## config.mk

```make
export PLATFORM = sky130hd
export DESIGN_NAME = fsync_uart_tx
export DESIGN_NICKNAME = d
export VERILOG_FILES = /design/src/rtl/fsync_uart_pkg.sv /design/src/rtl/fsut_bitclk.sv /design/src/rtl/fsut_hold_fifo.sv /design/src/rtl/fsut_framer.sv /design/src/rtl/fsync_uart_tx.sv
export SDC_FILE = /design/constraint.sdc
export NUM_CORES = 1
export LEC_CHECK = 0
export ABC_AREA = 1
export CORE_ASPECT_RATIO = 1.5
export CORE_MARGIN = 2
export CORE_UTILIZATION = 50
export DETAILED_ROUTE_END_ITERATION = 8
export PLACE_DENSITY_LB_ADDON = 0.2
export SYNTH_ARGS = -nofsm -noshare
export SYNTH_HDL_FRONTEND = slang
export SYNTH_HIERARCHICAL = 1
export SYNTH_SLANG_ARGS = --single-unit
```

## constraint.sdc

```tcl
create_clock -name clk -period 3.5 [get_ports clk]
set_clock_uncertainty 0.15 [all_clocks]
set_input_delay 0.525 -clock clk [delete_from_list [all_inputs] [get_ports clk]]
set_output_delay 0.525 -clock clk [all_outputs]
set_load 0.005 [all_outputs]
```

## src/rtl/fsync_uart_pkg.sv

```systemverilog
// Shared constants and word construction for the frame-cadence transmitter.
// Assumes 8-bit characters with one leading idle bit and one stop bit.
package fsync_uart_pkg;
    localparam int DATA_BITS  = 8;
    localparam int WORD_BITS  = DATA_BITS + 3;
    localparam int FRAME_DFLT = 13;

    // Wrap a byte: bit0 idle high, bit1 start low, data, top bit stop high.
    function automatic logic [WORD_BITS-1:0] make_word(input logic [DATA_BITS-1:0] b);
        return {1'b1, b, 1'b0, 1'b1};
    endfunction
endpackage

```

## src/rtl/fsut_bitclk.sv

```systemverilog
// Bit-period enable generator: pulses bit_tick once every 2*(div+1) clocks.
// Assumes div is only changed while run is low; the counter restarts from
// zero whenever run is low so timing after enable is deterministic.
module fsut_bitclk #(
    parameter int DIV_W = 12
) (
    input  logic             clk,
    input  logic             rst_n,
    input  logic             run,
    input  logic [DIV_W-1:0] div,
    output logic             bit_tick
);
    logic [DIV_W:0] cnt;
    logic [DIV_W:0] last;

    assign last     = {div, 1'b1};
    assign bit_tick = run && (cnt == last);

    // Count clocks within one bit period, restarting while stopped.
    always_ff @(posedge clk) begin
        if (!rst_n || !run)    cnt <= '0;
        else if (cnt == last)  cnt <= '0;
        else                   cnt <= cnt + 1'b1;
    end
endmodule

```

## src/rtl/fsut_hold_fifo.sv

```systemverilog
// Holding buffer: small circular FIFO with registered count.
// Assumes the caller never pushes when full nor pops when empty.
module fsut_hold_fifo #(
    parameter int DEPTH  = 8,
    parameter int DATA_W = 8,
    localparam int PTR_W = (DEPTH > 1) ? $clog2(DEPTH) : 1,
    localparam int CNT_W = $clog2(DEPTH + 1)
) (
    input  logic              clk,
    input  logic              rst_n,
    input  logic              push,
    input  logic [DATA_W-1:0] din,
    input  logic              pop,
    output logic [DATA_W-1:0] dout,
    output logic              full,
    output logic              empty,
    output logic [CNT_W-1:0]  count
);
    logic [DATA_W-1:0] mem [DEPTH];
    logic [PTR_W-1:0]  wr_ptr;
    logic [PTR_W-1:0]  rd_ptr;

    function automatic logic [PTR_W-1:0] bump(input logic [PTR_W-1:0] p);
        return (p == PTR_W'(DEPTH - 1)) ? '0 : p + 1'b1;
    endfunction

    assign dout  = mem[rd_ptr];
    assign full  = (count == CNT_W'(DEPTH));
    assign empty = (count == '0);

    // Store an accepted byte at the write pointer.
    always_ff @(posedge clk) begin
        if (push) mem[wr_ptr] <= din;
    end

    // Advance pointers and occupancy on push and pop.
    always_ff @(posedge clk) begin
        if (!rst_n) begin
            wr_ptr <= '0;
            rd_ptr <= '0;
            count  <= '0;
        end else begin
            if (push) wr_ptr <= bump(wr_ptr);
            if (pop)  rd_ptr <= bump(rd_ptr);
            case ({push, pop})
                2'b10:   count <= count + 1'b1;
                2'b01:   count <= count - 1'b1;
                default: count <= count;
            endcase
        end
    end
endmodule

```

## src/rtl/fsut_framer.sv

```systemverilog
// Frame scheduler and shifter: counts bit periods into frames and, on the
// last bit of a frame, loads a pending word and drives it LSB first.
// Assumes bit_tick only pulses while run is high; tx idles high.
module fsut_framer #(
    parameter int FRAME_BITS = 13,
    parameter int WORD_BITS  = 11,
    localparam int FCNT_W = $clog2(FRAME_BITS),
    localparam int IDX_W  = $clog2(WORD_BITS)
) (
    input  logic                 clk,
    input  logic                 rst_n,
    input  logic                 run,
    input  logic                 en,
    input  logic                 bit_tick,
    input  logic                 pending,
    input  logic [WORD_BITS-1:0] word,
    output logic                 launch,
    output logic                 active,
    output logic                 tx
);
    logic [FCNT_W-1:0]    fcnt;
    logic [WORD_BITS-1:0] shreg;
    logic [IDX_W-1:0]     idx;
    logic                 frame_edge;

    assign frame_edge = bit_tick && (fcnt == FCNT_W'(FRAME_BITS - 1));
    assign launch     = frame_edge && en && pending && !active;

    // Position of the current bit period within the frame.
    always_ff @(posedge clk) begin
        if (!rst_n || !run) fcnt <= '0;
        else if (bit_tick)  fcnt <= (fcnt == FCNT_W'(FRAME_BITS - 1)) ? '0 : fcnt + 1'b1;
    end

    // Load on launch, then shift one bit per bit period until the stop bit ends.
    always_ff @(posedge clk) begin
        if (!rst_n) begin
            shreg  <= '0;
            idx    <= '0;
            active <= 1'b0;
            tx     <= 1'b1;
        end else if (launch) begin
            shreg  <= word >> 1;
            tx     <= word[0];
            idx    <= '0;
            active <= 1'b1;
        end else if (bit_tick && active) begin
            if (idx == IDX_W'(WORD_BITS - 1)) begin
                active <= 1'b0;
                tx     <= 1'b1;
            end else begin
                tx    <= shreg[0];
                shreg <= shreg >> 1;
                idx   <= idx + 1'b1;
            end
        end
    end
endmodule

```

## src/rtl/fsync_uart_tx.sv

```systemverilog
// Frame-cadence UART transmitter top: holding buffer, bit-period divider and
// frame scheduler/shifter. Assumes div changes only while idle and disabled.
module fsync_uart_tx
    import fsync_uart_pkg::*;
#(
    parameter int DIV_W      = 12,
    parameter int HOLD_DEPTH = 8,
    parameter int FRAME_BITS = FRAME_DFLT
) (
    input  logic             clk,
    input  logic             rst_n,
    input  logic             en,
    input  logic [DIV_W-1:0] div,
    input  logic [7:0]       in_data,
    input  logic             in_valid,
    output logic             in_ready,
    output logic             tx_out,
    output logic             hold_empty
);
    localparam int CNT_W = $clog2(HOLD_DEPTH + 1);

    logic                 bit_tick;
    logic                 launch;
    logic                 active;
    logic                 running;
    logic                 fifo_full;
    logic                 fifo_empty;
    logic [7:0]           head;
    logic [CNT_W-1:0]     fifo_cnt;
    logic [WORD_BITS-1:0] head_word;

    assign running    = en | active;
    assign in_ready   = !fifo_full;
    assign hold_empty = fifo_empty;
    assign head_word  = make_word(head);

    fsut_hold_fifo #(.DEPTH(HOLD_DEPTH), .DATA_W(8)) u_hold (
        .clk   (clk),
        .rst_n (rst_n),
        .push  (in_valid && !fifo_full),
        .din   (in_data),
        .pop   (launch),
        .dout  (head),
        .full  (fifo_full),
        .empty (fifo_empty),
        .count (fifo_cnt)
    );

    fsut_bitclk #(.DIV_W(DIV_W)) u_bitclk (
        .clk      (clk),
        .rst_n    (rst_n),
        .run      (running),
        .div      (div),
        .bit_tick (bit_tick)
    );

    fsut_framer #(.FRAME_BITS(FRAME_BITS), .WORD_BITS(WORD_BITS)) u_framer (
        .clk      (clk),
        .rst_n    (rst_n),
        .run      (running),
        .en       (en),
        .bit_tick (bit_tick),
        .pending  (!fifo_empty),
        .word     (head_word),
        .launch   (launch),
        .active   (active),
        .tx       (tx_out)
    );
endmodule

```

**Word level (Yosys, flattened, before mapping)**

Memory sizes are Yosys's and may differ from the RTL's. A register that Yosys moved wholly into a read port is not among the register bits.
Cells that the tools add are included.
Widths: inputs -> output; s select.

- Add/sub/neg operators: 7
- Equal/unequal tests: 9
- Multiplexer cells: 15
- Bitwise gates (word level): 3
- Reduce and logical (&&, ||, !) cells: 22

Operator list:

| kind | number |
|---|---|
| $mux 10 | 3 |
| $add 13x1->13 const B | 1 |
| $eq 13x13->1 | 1 |
| $add 4x1->4 const B | 3 |
| $eq 4x4->1 const B | 3 |
| $mux 3 | 4 |
| $pmux 4 s2 | 1 |
| $logic_and 1x1->1 | 7 |
| $add 3x1->3 const B | 2 |
| $eq 3x3->1 const B | 2 |
| $mux 1 | 6 |
| $reduce_and 2->1 | 3 |
| $reduce_bool 2->1 | 3 |
| $logic_not 1->1 | 5 |
| $logic_not 4->1 | 1 |
| $mux 4 | 1 |
| $reduce_or 2->1 | 2 |
| $sub 4x1->4 const B | 1 |
| $eq 2x1->1 const B | 1 |
| $eq 2x2->1 const B | 1 |
| $ne 2x2->1 const B | 1 |
| $not 1->1 | 2 |
| $logic_or 1x1->1 | 1 |
| $or 1x1->1 | 1 |

- Register bits: 43
- Memory bits (writable): 64
- Bits of input ports: 24
- Output and inout bits: 3
- Memories: 1

Memory list:

| name | words | bits a word | rd ports | clocked after Yosys merged registers in | wr ports | line | text |
|---|---|---|---|---|---|---|---|
| u_hold.mem | 8 | 8 | 1 | 1 | 1 | fsut_hold_fifo.sv:19 | `logic [DATA_W-1:0] mem [DEPTH];` |

**Logic depth before layout (Yosys ltp)**

Gate-level depths: netlist of the first run.

- Depth in word-level cells: 8
- Depth in mapped cells: 22
- Depth with buffers taken out: 22

**Modules after synthesis**

The synthesis of the first run kept the hierarchy.

By module, submodules not included:

| module | times used | cells each | area each (µm²) |
|---|---|---|---|
| fsut_hold_fifo | 1 | 269 | 3178.0 |
| fsut_framer | 1 | 146 | 1059.8 |
| fsut_bitclk | 1 | 162 | 923.4 |
| fsync_uart_tx | 1 | 9 | 36.3 |

**Worst setup path before layout of the first run**

OpenSTA, ideal clock, no wires.

- Path kind: input to register
- Start: in div[4]
- End: reg u_hold.count[2]
- Arrival time: 2.711 ns
- Slack: 0.524 ns
- Cell stages on the path: 21
- Buffers on the path: 0
- Cells stage by stage: inv_1 nand2_1 nand2_1 nor2_1 nand2_1 nor2b_1 nand2_1 nor2_1 nand2_2 nor2_4 nand2_2 inv_1 ha_1 nand2_1 inv_1 nor2_1 ha_1 a21oi_1 xnor2_1 o21ai_0 inv_1

- Longest elaborated chain between the ends: 8
- Elaborated cells on any way between the ends: 10

Ends and longest elaborated chain:

| element | line | text |
|---|---|---|
| start: declaration | fsync_uart_tx.sv:13 | `input logic [DIV_W-1:0] div,` |
| $eq 13x13->1 * | fsut_bitclk.sv:17 | `assign bit_tick = run && (cnt == last);` |
| $logic_and 1x1->1 * | fsut_bitclk.sv:17 |  |
| named net bit_tick | fsync_uart_tx.sv:22 | `logic bit_tick;` |
| $logic_and 1x1->1 * | fsut_framer.sv:26 | `assign frame_edge = bit_tick && (fcnt == FCNT_W'(FRAME_BITS - 1));` |
| $logic_and 1x1->1 * (3 in series) | fsut_framer.sv:27 | `assign launch = frame_edge && en && pending && !active;` |
| named net launch | fsync_uart_tx.sv:23 | `logic launch;` |
| $eq 2x1->1 or $eq 2x2->1 (tied branches) | fsut_hold_fifo.sv:45 | `case ({push, pop})` |
| $pmux 4 s2 or $reduce_bool 2->1 (tied branches) | -- |  |
| end signal: assignment | fsut_hold_fifo.sv:46 | `2'b10: count <= count + 1'b1;` |
| end signal: assignment | fsut_hold_fifo.sv:47 | `2'b01: count <= count - 1'b1;` |
| end signal: assignment | fsut_hold_fifo.sv:48 | `default: count <= count;` |
| end: declaration | fsut_hold_fifo.sv:17 | `output logic [CNT_W-1:0] count` |

Mark *: on every way through the listed nets, which the timed path passes. The rest lies on a longest branch.
A chain may end at the register's enable or synchronous reset.

**Worst setup path in the final report of the first run**

- Start: in div[0]
- End: reg u_hold.count[2]

The elaborated chain is that of the path after synthesis.

==> key figures, run 1 <==
Run status
  – Status: finished, final reports clean

Routing
  – DR vias/cell: 5.258
  – Drt total wl: 10410 um
  – ANT nets after route: 0
  – DRC viols: 0
  – DR WL/cell: 13.97 um
  – Initial DRC Count: 174
  – Vias: 3917
  – DRT Pass-1 Iters: 4

Run
  – Max-Cap Viols: 0

Cells and area
  – Fill count: 895
  – Synth-to-layout area growth: 13.00%
  – Nets: 660
  – Share of cells above drive strength 1: 7.484%
  – Most common cell after layout, fill and taps aside: nand2_1
  – ANT cells: 0
  – Final Util: 57.95%
  – Most frequent cells in the layout: nand2_1, nor2_1, inv_1
  – Finished Layout Cells: 745

Timing
  – Final setup fails: 0
  – Period utilisation layout: 83.70%
  – RSZ-0062 raised after global routing: false
  – Slew Viols, Final: 0
  – TNS Setup: 0 ns
  – Final Hold Viols: 0
  – Worst rel slew slack: 30.58%
  – Min Tclk post-route: 2.930 ns
  – Worst slew pin tran: 1.040 ns
  – Fmax: 341.3 MHz

Synth
  – Cell area after synthesis: 0.005197 mm^2
  – Cell accounting for the most synthesized area: edfxtp_1
  – Syn_area_per_cell: 8.869 um^2
  – Register area share after synthesis: 54.69%
  – Warnings, synthesis: 6
  – Ys async rst share: 0%
  – Library cells used by synthesis: 35
  – Post-Synthesis Cells: 586
  – Leading post-synthesis cells by cell area: edfxtp_1, dfxtp_1, nand2_1
  – Top cell type's share of synthesized area: 36.98%
  – Post-synth EDFFs: 64
  – Yosys reg bits: 110
  – Commonest register cell after synthesis: edfxtp_1

Placement
  – DP Wirelength: 7313 um
  – Placed insts: 730
  – Global placement routability congestion: 0.8851
  – Port buffer count: 26

Die
  – Die width: 87.25 um
  – # rows: 45
  – Core Box Area: 0.01013 mm^2
  – DIE AREA: 0.01124 mm^2
  – Num ports: 27
  – Die Ht: 128.9 um
  – Initial Util: 51.28%

Critical path
  – Critical Path RT: 3.60 ns
  – Crit-path most repeated cell: nand2_1
  – CP Max Fanout: 4
  – Slowest cell on the critical path: clkdlybuf4s50_1
  – CP cell instances: clkdlybuf4s50_1, inv_1, nand2_1, nand2_1, nor2_1, nand2_1, nor2_1, nand2_1, nor2_1, nand2_2, nor2_4, nand2_2, inv_1, ha_1, nand2_1, inv_1, nor2_1, ha_1, a21oi_1, xnor2_1, o21ai_0, inv_1
  – Worst r2r path cells: 21
  – Crit end category: register
  – Worst Setup Path Type: primary input to register
  – Reg2Reg Setup Slack: 0.73 ns
  – CP Launch Type: primary input
  – Max incr delay on CP: 0.48 ns
  – R2R Path End: u_hold/count[2]
  – Worst flop-to-flop path startpoint: u_bitclk/cnt[7]
  – CP Data Arrival Time: 3.03 ns

Clock network
  – Inserted Clock Buffers: 9
  – Hold Buf Count CTS: 0
  – Clk buf depth: 2
  – Skew-Pair Late Insertion Delay: 0.35 ns
  – CTS Sinks: 110
  – Clock transition at the registers of the reported paths: 0.07 ns
  – Gates resized, CTS repair: 0
  – Htree depth: 3
  – Setup repair bufs after CTS: 0
  – CTS tree: built
  – Clock root cell: clkbuf_16

Pwr
  – VDD IR-drop max: 314.3 uV
  – Pwr dens: 445.8 mW/mm^2
  – Pleak: 0.002319 uW

Global route
  – GRT Overall Usage: 19.59%
  – Pin count of the biggest net entering global routing: 33
  – First-pass GRT wire length: 17060 um
  – Initial antenna violation count: 0
  – Global route overflow: 0
  – Number of global-route vias before repair: 3676

Min path
  – Worst hold start: u_framer/shreg[0]
  – Hold Crit Class: register to register
  – Worst hold path cell count: 2
  – WHS Endpoint: u_framer/shreg[0]
-- through the flow --
stage | hold WS (ns) | total power (uW) | cell area, um^2 | setup slack, ns
2_1_floorplan | 0.2979 | 1535 | 5201 | 0.5235
3_3_place_gp | 0.3110 | 1611 | 5572 | 0.3173
3_5_place_dp | 0.3197 | 1616 | 5572 | 0.2099
4_1_cts | 0.3296 | 2647 | 5873 | 0.5762
5_1_grt | 0.3688 | 2714 | 5873 | 0.2801
6_report | 0.3284 | 2618 | 5873 | 0.5704
-- worst max path at each step --
stage,startpoint,depth (start not counted),to
finish,div[0],22,u_hold/count[2]
global route,div[2],22,u_hold/count[2]
CTS,div[2],22,u_hold/count[2]
detailed placement,div[0],22,u_hold/count[2]
global placement,div[2],22,u_hold/count[2]
floorplan,div[4],21,u_hold/count[2]
-- cells in the mapped netlist (3+ instances only) --
cell type / instances
nand4_1: 6
nand3b_1: 6
o22ai_1: 8
edfxtp_1: 64
nand2_2: 4
or2_2: 3
xnor2_1: 5
o21ai_0: 29
xor2_1: 9
buf_6: 9
ha_1: 12
nor3_1: 5
nor2_2: 4
dfxtp_1: 46
inv_1: 66
nand2_1: 136
mux2i_1: 8
o21ai_1: 14
a21oi_1: 19
nor2_1: 87
nand3_1: 26
-- final cells by class --
type                       count  area, um^2  area share (%)
clock buffer                   9       225.2           3.835
clock inverter                 6       76.32           1.300
inverter                      68       255.2           4.346
multi-input combinational    395        1962           33.40
sequential                   110        2843           48.40
tap                          117       146.4           2.493
timing repair buffer          40       365.4           6.221
-- registers in the layout, indices dropped and copies added, names as in the netlist, named ones only --
| name | cells |
|---|---|
| u_framer/active | 1 |
| u_framer/shreg | 10 |
| u_framer/tx | 1 |
| u_hold/count | 4 |
| u_bitclk/cnt | 13 |
| u_framer/fcnt | 4 |
| u_framer/idx | 4 |
| u_hold/wr_ptr | 3 |
| u_hold/rd_ptr | 3 |
| u_hold/mem | 64 |
-- logic make-up after synthesis --
family / after synthesis / synth area share [%]
AO/OA/AOI/OAI: 74 / 7.535
XOR/XNOR: 14 / 2.359
adder cells (fa/ha/maj): 12 / 2.889
buffers and inverters: 82 / 7.631
flip-flops: 110 / 54.69
multiplexers: 8 / 1.541
other: 2 / 0.1445
AND/OR/NAND/NOR: 284 / 23.21
-- worst max-delay path: cells and delay by family --
kind,cells,cell delay (ns)
compound gates,2,0.29
simple gates,12,1.00
buf+inv,5,0.72
xor+xnor,1,0.09
fa+ha+maj,2,0.39
-- per-layer routing --
layer  share of wire [%]  routed length [um]  track usage, %  vias to the layer above
met5                   0                   0               0                        -
met4                 2.1                 214           8.326                        0
met3                 3.1                 320           4.233                       19
met2                  53                5500           34.14                       69
met1                  42                4371           22.97                     1849
li1                    -                   -               -                     1980
-- where the power goes --
part / total [uW] / leakage [uW] / internal [uW] / switching, uW
sequential: 1410 / 0.000953 / 1400 / 15.1
combinational: 170 / 0.00122 / 72.0 / 98.4
clock: 1030 / 0.000149 / 565 / 468
No activity file was read; power rests on OpenSTA's default activity.
==> inputs of run 2 (changes only) <==
==> constraint.sdc (replaced) <==
create_clock -name clk -period 2.93 [get_ports clk]
set_clock_uncertainty 0.15 [all_clocks]
set_input_delay 0.4395 -clock clk [delete_from_list [all_inputs] [get_ports clk]]
set_output_delay 0.4395 -clock clk [all_outputs]
set_load 0.005 [all_outputs]
==> run 2 against run 1 <==
  * Sequential cell count unchanged
  * Global-route usage grew 0.48 points
  * Clock-buffer cell count unchanged
  * Combinational power up 23%
  * Clock power increased by 16%
  * Hold slack gained 0.0059 ns
  * Final cell count up 1.5%
  * Final area is 1.5% higher
  * Non-clock buffer count is 10 higher
  * Utilization is 0.88 points higher
  * Sequential power is 20% higher
  * Worst setup slack got worse by 0.32 ns
  * Critical endpoint is now u_hold/count[3]
  * Largest cell class unchanged
==> key figures, run 2 (synthesis gave the netlist of run 1 again) <==
Run status
  – Status: finished, final reports clean

Critical path
  – CP Data Arrival Time: 2.78 ns (-0.25 ns)
  – CP Launch Type: primary input
  – CP Max Fanout: 12 (+8)
  – R2R Path End: u_hold/count[3]
  – Critical Path RT: 3.04 ns (-0.56 ns)
  – Worst flop-to-flop path startpoint: u_bitclk/cnt[7]
  – Crit end category: register
  – Worst r2r path cells: 20 (-4.8%)
  – Reg2Reg Setup Slack: 0.32 ns (-0.41 ns)
  – Worst Setup Path Type: primary input to register
  – Critical path origin: div[2]

Clock network
  – Clk buf depth: 2 (unchanged)
  – Htree depth: 3 (unchanged)
  – CTS Sinks: 110 (unchanged)
  – CTS tree: built
  – Clock transition at the registers of the reported paths: 0.08 ns (about the same)
  – Gates resized, CTS repair: 0 (unchanged)
  – Clock root cell: clkbuf_16
  – Skew-Pair Late Insertion Delay: 0.35 ns (about the same)
  – Hold Buf Count CTS: 0 (unchanged)
  – Inserted Clock Buffers: 9 (unchanged)
  – Setup repair bufs after CTS: 0 (unchanged)

Cells and area
  – Finished Cell Area: 0.005962 mm^2 (+1.5%)
  – Final Util: 58.83% (+0.88 points)
  – Most frequent cells in the layout: nand2_1, nor2_1, inv_1
  – Synth-to-layout area growth: 14.71%
  – Finished Layout Cells: 756 (+1.5%)
  – Share of cells above drive strength 1: 9.859% (+2.4 points)
  – ANT cells: 0 (unchanged)
  – Largest regs: u_hold/mem x64, u_bitclk/cnt x13, u_framer/shreg x10
  – Most common cell after layout, fill and taps aside: nand2_1
  – Fill count: 901 (+0.67%)
  – Largest register by flop count: u_hold/mem
  – Nets: 670 (+1.5%)
  – Flip-flop count of the largest register after layout: 64 (unchanged)

Pwr
  – Total power after layout: 3085 uW (+18%)
  – Pwr dens: 517.5 mW/mm^2 (+16%)
  – Sw Pwr: 724.7 uW (+25%)
  – Pleak: 0.002352 uW (+1.4%)
  – VDD IR-drop max: 347.9 uV (+11%)
  – Sequential power share: 54.8% (+0.8 points)
  – Clock power share: 38.5% (-1.0 points)
  – Combinational Power Share: 6.8% (+0.3 points)
  – Sw frac: 23.49% (+1.3 points)
  – Internal power: 2360 uW (+16%)

Global route
  – GRT Overall Usage: 20.07% (+0.48 points)
  – First-pass GRT wire length: 17420 um (+2.1%)
  – Pin count of the biggest net entering global routing: 33 (unchanged)
  – Number of global-route vias before repair: 3804 (+3.5%)
  – Global route overflow: 0 (unchanged)
  – Initial antenna violation count: 0 (unchanged)

Die
  – Initial Util: 51.28% (unchanged)
  – Num ports: 27 (unchanged)
  – Die width: 87.25 um (unchanged)
  – Core Box Area: 0.01013 mm^2 (unchanged)
  – Die Ht: 128.9 um (unchanged)
  – DIE AREA: 0.01124 mm^2 (unchanged)
  – # rows: 45 (unchanged)

Routing
  – Vias: 3931 (+0.36%)
  – Drt total wl: 10650 um (+2.3%)
  – ANT nets after route: 0 (unchanged)
  – Initial DRC Count: 249 (+43%)
  – DRT Pass-1 Iters: 4 (unchanged)
  – DRC viols: 0 (unchanged)
  – DR WL/cell: 14.09 um (+0.85%)
  – DR vias/cell: 5.200 (-1.1%)

Run
  – Max-Cap Viols: 0 (unchanged)

Timing
  – Fmax: 373.3 MHz
  – Slew Viols, Final: 0 (unchanged)
  – Final setup fails: 0 (unchanged)
  – Min Tclk post-route: 2.679 ns
  – Period utilisation layout: 91.43%
  – Final Hold Viols: 0 (unchanged)

Placement
  – Dpl cell area: 0.005647 mm^2 (+1.3%)
  – Placed insts: 740 (+1.4%)
  – DP Wirelength: 7327 um (+0.19%)
  – Global placement routability congestion: 0.8793 (-0.66%)
  – Port buffer count: 26 (unchanged)

Min path
  – Hold Crit Class: register to register
  – Worst hold start: u_framer/shreg[9]
  – WHS Endpoint: u_framer/shreg[9]
  – Worst hold path cell count: 2 (unchanged)
[run 2: how the worst max path moves through the flow]
| stage | endpoint | slack [ns] | cells past startpoint |
|---|---|---|---|
| 2_1_floorplan | u_hold/count[2] | 0.04 | 21 |
| 3_3_place_gp | u_hold/count[2] | -0.16 | 22 |
| 3_5_place_dp | u_hold/count[2] | -0.24 | 22 |
| 4_1_cts | u_hold/count[2] | 0.13 | 22 |
| 5_1_grt | u_hold/count[3] | -0.02 | 21 |
| 6_report | u_hold/count[3] | 0.25 | 21 |
[run 2: power groups by stage]
stage / clock network [uW] / registers [uW] / logic (uW)
6_report: 1190 / 1690 / 209
5_1_grt: 1270 / 1690 / 234
4_1_cts: 1220 / 1690 / 209
3_5_place_dp: 0 / 1720 / 208
3_3_place_gp: 0 / 1720 / 204
2_1_floorplan: 0 / 1720 / 112
[run 2: metal layers]
metal,track usage (%),wire length [um],vias up
met5,0,0,-
met4,10.32,287,0
met3,3.271,303,24
met2,34.76,5544,63
met1,23.60,4513,1840
li1,-,-,2004
[run 2: area by class of cell]
cell class                      count  area (um^2)  share of cell area (%)
Clock buffer                        9        225.2                   3.778
Clock inverter                      7        68.82                   1.154
Inverter                           68        255.2                   4.281
Multi-Input combinational cell    395         1983                   33.26
Sequential cell                   110         2843                   47.68
Tap cell                          117        146.4                   2.455
Timing Repair Buffer               50        440.4                   7.387
[run 2: per-stage QoR]
stage	setup WS [ns]	TNS [ns]	hold WS [ns]
2_1_floorplan	0.03902	0	0.2979
3_3_place_gp	-0.1611	-0.3243	0.3144
3_5_place_dp	-0.2442	-0.4949	0.3294
4_1_cts	0.1302	0	0.3406
5_1_grt	-0.02009	-0.03377	0.3688
6_report	0.2511	0	0.3344
[run 2: worst max-delay path, stage by stage]
cell,delay [ns]
clkdlybuf4s50_1,0.49
inv_1,0.05
nand2_1,0.07
nand2_1,0.05
nor2_1,0.10
nand2_1,0.06
nor2_1,0.10
nand2_1,0.09
nor2_2,0.12
nand2_2,0.08
nor2_4,0.11
nand2_2,0.07
inv_2,0.08
buf_4,0.19
ha_2,0.23
xnor2_1,0.14
inv_1,0.06
nand3_1,0.08
nand3_1,0.08
nand2_1,0.06
inv_1,0.03
